`config.mk`:
```
export PLATFORM = sky130hd
export DESIGN_NAME = usb_bus_reset_det
export DESIGN_NICKNAME = d
export VERILOG_FILES = /design/src/rtl/usb_rst_pkg.sv /design/src/rtl/usb_rst_sync.sv /design/src/rtl/usb_rst_se0_timer.sv /design/src/rtl/usb_rst_event.sv /design/src/rtl/usb_bus_reset_det.sv
export SDC_FILE = /design/constraint.sdc
export NUM_CORES = 1
export LEC_CHECK = 0
export BUFFER_PORTS_ARGS = -buffer_cell sky130_fd_sc_hd__clkbuf_2
export CORE_ASPECT_RATIO = 1.1
export CORE_MARGIN = 2
export CORE_UTILIZATION = 30
export DETAILED_ROUTE_END_ITERATION = 16
export GPL_ROUTABILITY_DRIVEN = 0
export PLACE_DENSITY = 0.57
export SLEW_MARGIN = 20
export SYNTH_ARGS = -nofsm -noshare
export SYNTH_HDL_FRONTEND = slang
export SYNTH_SLANG_ARGS = --single-unit
```
`constraint.sdc`:
```
create_clock -name clk_i -period 2.1 [get_ports clk_i]
set_input_delay 0.525 -clock clk_i [delete_from_list [all_inputs] [get_ports clk_i]]
set_output_delay 0.525 -clock clk_i [all_outputs]
set_load 0.03 [all_outputs]
```
`src/rtl/usb_rst_pkg.sv`:
```
package usb_rst_pkg;

  // {dp, dn}
  typedef enum logic [1:0] {
    LS_SE0 = 2'b00,
    LS_K   = 2'b01,
    LS_J   = 2'b10,
    LS_SE1 = 2'b11
  } line_state_e;

  typedef enum logic {
    ROUTE_CHIP_RST = 1'b0,
    ROUTE_IRQ      = 1'b1
  } route_e;

  function automatic logic is_se0(logic [1:0] lines);
    return line_state_e'(lines) == LS_SE0;
  endfunction

endpackage

```
`src/rtl/usb_rst_sync.sv`:
```
module usb_rst_sync #(
  parameter int unsigned STAGES = 2,
  parameter int unsigned WIDTH  = 2,
  parameter logic [WIDTH-1:0] RST_VAL = '0
) (
  input  logic             clk_i,
  input  logic             rst_ni,
  input  logic [WIDTH-1:0] d_i,
  output logic [WIDTH-1:0] q_o
);

  logic [STAGES-1:0][WIDTH-1:0] stage_q;

  always_ff @(posedge clk_i or negedge rst_ni) begin
    if (!rst_ni) begin
      for (int s = 0; s < int'(STAGES); s++) stage_q[s] <= RST_VAL;
    end else begin
      stage_q[0] <= d_i;
      for (int s = 1; s < int'(STAGES); s++) stage_q[s] <= stage_q[s-1];
    end
  end

  assign q_o = stage_q[STAGES-1];

endmodule

```
`src/rtl/usb_rst_se0_timer.sv`:
```
module usb_rst_se0_timer #(
  parameter int unsigned SE0_CYCLES = 120
) (
  input  logic clk_i,
  input  logic rst_ni,
  input  logic en_i,
  input  logic se0_i,
  output logic expired_o
);

  // saturating at SAT makes the expiry fire once per episode
  localparam int unsigned SAT = SE0_CYCLES + 1;
  localparam int unsigned CW  = $clog2(SAT + 1);

  logic [CW-1:0] run_q;

  always_ff @(posedge clk_i or negedge rst_ni) begin
    if (!rst_ni) begin
      run_q <= '0;
    end else if (!en_i || !se0_i) begin
      run_q <= '0;
    end else if (run_q != CW'(SAT)) begin
      run_q <= run_q + 1'b1;
    end
  end

  assign expired_o = en_i && se0_i && (run_q == CW'(SE0_CYCLES));

endmodule

```
`src/rtl/usb_rst_event.sv`:
```
module usb_rst_event
  import usb_rst_pkg::*;
(
  input  logic   clk_i,
  input  logic   rst_ni,
  input  logic   en_i,
  input  logic   se0_i,
  input  logic   fire_i,
  input  route_e route_i,
  input  logic   clr_i,
  output logic   chip_rst_o,
  output logic   irq_o,
  output logic   flag_o,
  output logic   unaddr_o
);

  logic in_bus_rst_q;

  always_ff @(posedge clk_i or negedge rst_ni) begin
    if (!rst_ni) begin
      chip_rst_o   <= 1'b0;
      irq_o        <= 1'b0;
      flag_o       <= 1'b0;
      unaddr_o     <= 1'b0;
      in_bus_rst_q <= 1'b0;
    end else begin
      chip_rst_o <= fire_i && (route_i == ROUTE_CHIP_RST);
      irq_o      <= fire_i && (route_i == ROUTE_IRQ);
      // set beats clear
      if (fire_i)     flag_o <= 1'b1;
      else if (clr_i) flag_o <= 1'b0;
      unaddr_o <= en_i && in_bus_rst_q && !se0_i;
      if (!en_i || !se0_i) in_bus_rst_q <= 1'b0;
      else if (fire_i)     in_bus_rst_q <= 1'b1;
    end
  end

endmodule

```
`src/rtl/usb_bus_reset_det.sv`:
```
module usb_bus_reset_det
  import usb_rst_pkg::*;
#(
  parameter int unsigned SYNC_STAGES = 2,
  parameter int unsigned SE0_CYCLES  = 120
) (
  input  logic clk_i,
  input  logic rst_ni,
  input  logic dp_i,
  input  logic dn_i,
  input  logic enable_i,
  input  logic route_irq_i,
  input  logic flag_clr_i,
  output logic chip_rst_req_o,
  output logic irq_o,
  output logic bus_reset_flag_o,
  output logic unaddr_o
);

  logic [1:0] lines_s;
  logic       se0_s;
  logic       fire;

  // reset to J so no false SE0 leaves reset
  usb_rst_sync #(
    .STAGES (SYNC_STAGES),
    .WIDTH  (2),
    .RST_VAL(2'(LS_J))
  ) u_sync (
    .clk_i (clk_i),
    .rst_ni(rst_ni),
    .d_i   ({dp_i, dn_i}),
    .q_o   (lines_s)
  );

  assign se0_s = is_se0(lines_s);

  usb_rst_se0_timer #(
    .SE0_CYCLES(SE0_CYCLES)
  ) u_timer (
    .clk_i    (clk_i),
    .rst_ni   (rst_ni),
    .en_i     (enable_i),
    .se0_i    (se0_s),
    .expired_o(fire)
  );

  usb_rst_event u_event (
    .clk_i     (clk_i),
    .rst_ni    (rst_ni),
    .en_i      (enable_i),
    .se0_i     (se0_s),
    .fire_i    (fire),
    .route_i   (route_e'(route_irq_i)),
    .clr_i     (flag_clr_i),
    .chip_rst_o(chip_rst_req_o),
    .irq_o     (irq_o),
    .flag_o    (bus_reset_flag_o),
    .unaddr_o  (unaddr_o)
  );

endmodule

```
==> flow_metrics.tcl <==
set metrics [dict create \
    outcome "completed" \
    synth_nets 68 \
    drv_slew 0 \
    fill_cells 240 \
    dp_slack_ps 391.8 \
    final_cell_mix "dfrtp_1 (14), clkbuf_2 (10), nand3_1 (5)" \
    grt_max_degree 17 \
    crit_fanout 3 \
    cp_data_required_time_ps 2310 \
    area_growth_pct 17.58 \
    fin_nets 83 \
    rows 18 \
    die_x_um 49.50 \
    htreeDepth 1 \
    cts_setup_buffers 0 \
    dp_cells 98 \
    firstDrtPassIters 2 \
    die_area_mm2 0.002675 \
    cts_buffers 3 \
    cp_data_arrival_time_ps 1680 \
    placed_cell_area_um2 767.0 \
    layout_commonest_cell "dfrtp_1" \
    cts_buffer_depth 2 \
    ys_warn_count 0 \
    met1_usage_pct 11.57 \
    met2_usage_pct 17.12 \
    grt_pass1_wl_mm 1.945 \
    track_usage_pct 10.63 \
    clock_sinks 16 \
    setup-tns-final_ps 0 \
    grt-ovfl-total 0 \
    dp_hpwl_um 866.5 \
    grt_pass1_vias 443 \
    synth-edff-count 0 \
    end_kind "flip-flop" \
    initial_utilization_pct 30.95 \
    core_area_mm2 0.002207 \
    synth-seq-cells 16 \
    ant_nets 0 \
    worstSetupStartpointType "flip-flop" \
    netlist-cell-type-count 24 \
    drc_errors 0 \
    worst_slack_ps 625.3 \
    min_path_type "input pin to asynchronous set/reset pin" \
    fin_crit_ps 1475 \
    viasPerCell 4.569 \
    busiest_layer "met2" \
    cts_tree "built" \
    synthArstFlopShare_pct 100.0 \
    met3_usage_pct 3.889 \
    wl_per_cell_um 11.13 \
    p_leak_nw 0.3702 \
    drv_cap 0 \
    syn_area_per_cell_um2 11.78 \
    power_mw 0.5400 \
    yosys_most_used_dff "dfrtp_1" \
    ys_seq_area_share_pct 58.97 \
    powerDensity_mw_per_mm2 672.2 \
    fmax_ghz 0.6781 \
    clk_latency_ps 280 \
    ios 11 \
    diodes 0 \
    netlist_instances 58 \
    vias 466 \
    cts_resized 0 \
    vdd_drop_max_uv 368.2 \
    rsz0062_at_grt "no" \
    syn_area_um2 683.2 \
    cts.clk_slew.worst_paths_ps 90 \
    die-height_um 54.05 \
    setup_viol 0 \
    layoutNonFillerInstCount 102 \
    layout-drive-gt1-share_pct 27.78 \
    drt_iter0_drc 4 \
    ctsRootBufferMaster "clkbuf_4" \
    io_buffers 10 \
    hold_buffers 0 \
    fin_area_um2 803.3 \
    skew_ps 0.8039 \
    hold_viol_final 0 \
    wirelength_mm 1.135 \
    period_share_pct 70.22 \
    slew_headroom_pct 74.31 \
    antenna_found_initial 0 \
    worstMarginPinSlew_ps 385.4 \
    worstSetupPathType "flip-flop to flip-flop" \
]
worst paths after layout:
| check | from | end | slack (ps) | cells after the start |
|---|---|---|---|---|
| worst max-delay path | u_sync.q_o[0]$_DFF_PN0_ | u_event.flag_o$_DFFE_PN0P_ | 630 | 3 |
| worst max register to register | u_sync.q_o[0]$_DFF_PN0_ | u_event.flag_o$_DFFE_PN0P_ | 630 | 3 |
| worst min-delay path | rst_ni | u_timer.run_q[0]$_DFFE_PN0P_ | 140 | 1 |
| worst min register to register | u_sync.stage_q[0]$_DFF_PN0_ | u_sync.q_o[0]$_DFF_PN0_ | 350 | 0 |
| min in group clk_i | dp_i | u_sync.stage_q[1]$_DFF_PN1_ | 310 | 1 |
| max in group asynchronous | rst_ni | u_sync.q_o[1]$_DFF_PN1_ | 1650 | 1 |
logic make-up after synthesis:
family          share of synthesized area (%)
xor+xnor                                3.847
flops                                   58.97
buf+inv                                 3.296
compound gates                          10.26
fa+ha+maj                               5.495
simple gates                            18.13
registers in the layout, indices dropped and copies added, names as in the netlist:
signal	count
u_timer.run_q	7
u_sync.q_o	2
u_sync.stage_q	2
u_event.chip_rst_o	1
u_event.flag_o	1
u_event.in_bus_rst_q	1
u_event.irq_o	1
u_event.unaddr_o	1
cell type report:
cell class	count	area (um2)	share of cell area, %
clock buffers	4	36.28	4.517
inverters	3	11.26	1.402
multi-input cells	38	257.7	32.09
flip-flops and latches	16	402.9	50.16
well taps	30	37.54	4.673
repair buffers	11	57.56	7.165
where the power goes:
group          internal [mW]  total [mW]  switching [mW]
clock                  0.106       0.203          0.0972
sequential             0.314       0.317         0.00275
combinational        0.00839      0.0203          0.0119
routing by layer:
| metal | wire length (um) | vias up | share of wire [%] |
|---|---|---|---|
| li1 | - | 228 | - |
| met1 | 500 | 220 | 44 |
| met2 | 535 | 14 | 47 |
| met3 | 64 | 4 | 5.6 |
| met4 | 35 | 0 | 3.1 |
| met5 | 0 | - | 0 |
cells in the mapped netlist (2+ instances only):
master	count	area, um2
nand2_1	3	11.26
xor2_1	2	17.52
dfstp_2	2	52.55
inv_1	3	11.26
dfrtp_1	14	350.3
nand3_1	5	25.02
nor3b_1	2	15.01
a21oi_1	4	20.02
o21ai_0	3	15.01
ha_1	3	37.54
nor2_1	2	7.510
and3_1	2	12.51
or3_1	2	12.51
worst max-delay path, stage by stage (launching register included):
cell,delay (ps)
dfrtp_1,400
or3b_1,380
or4_4,530
o21ai_0,90
stage by stage:
step | utilization, % | hold WS (ps)
finish | 36.39 | 139.8
global route | 36.39 | 156.6
CTS | 36.39 | 154.2
detailed placement | 34.75 | 334.7
global placement | 34.75 | 337.2
floorplan | - | 229.4
Note: power is estimated with default switching activity, not from simulation.
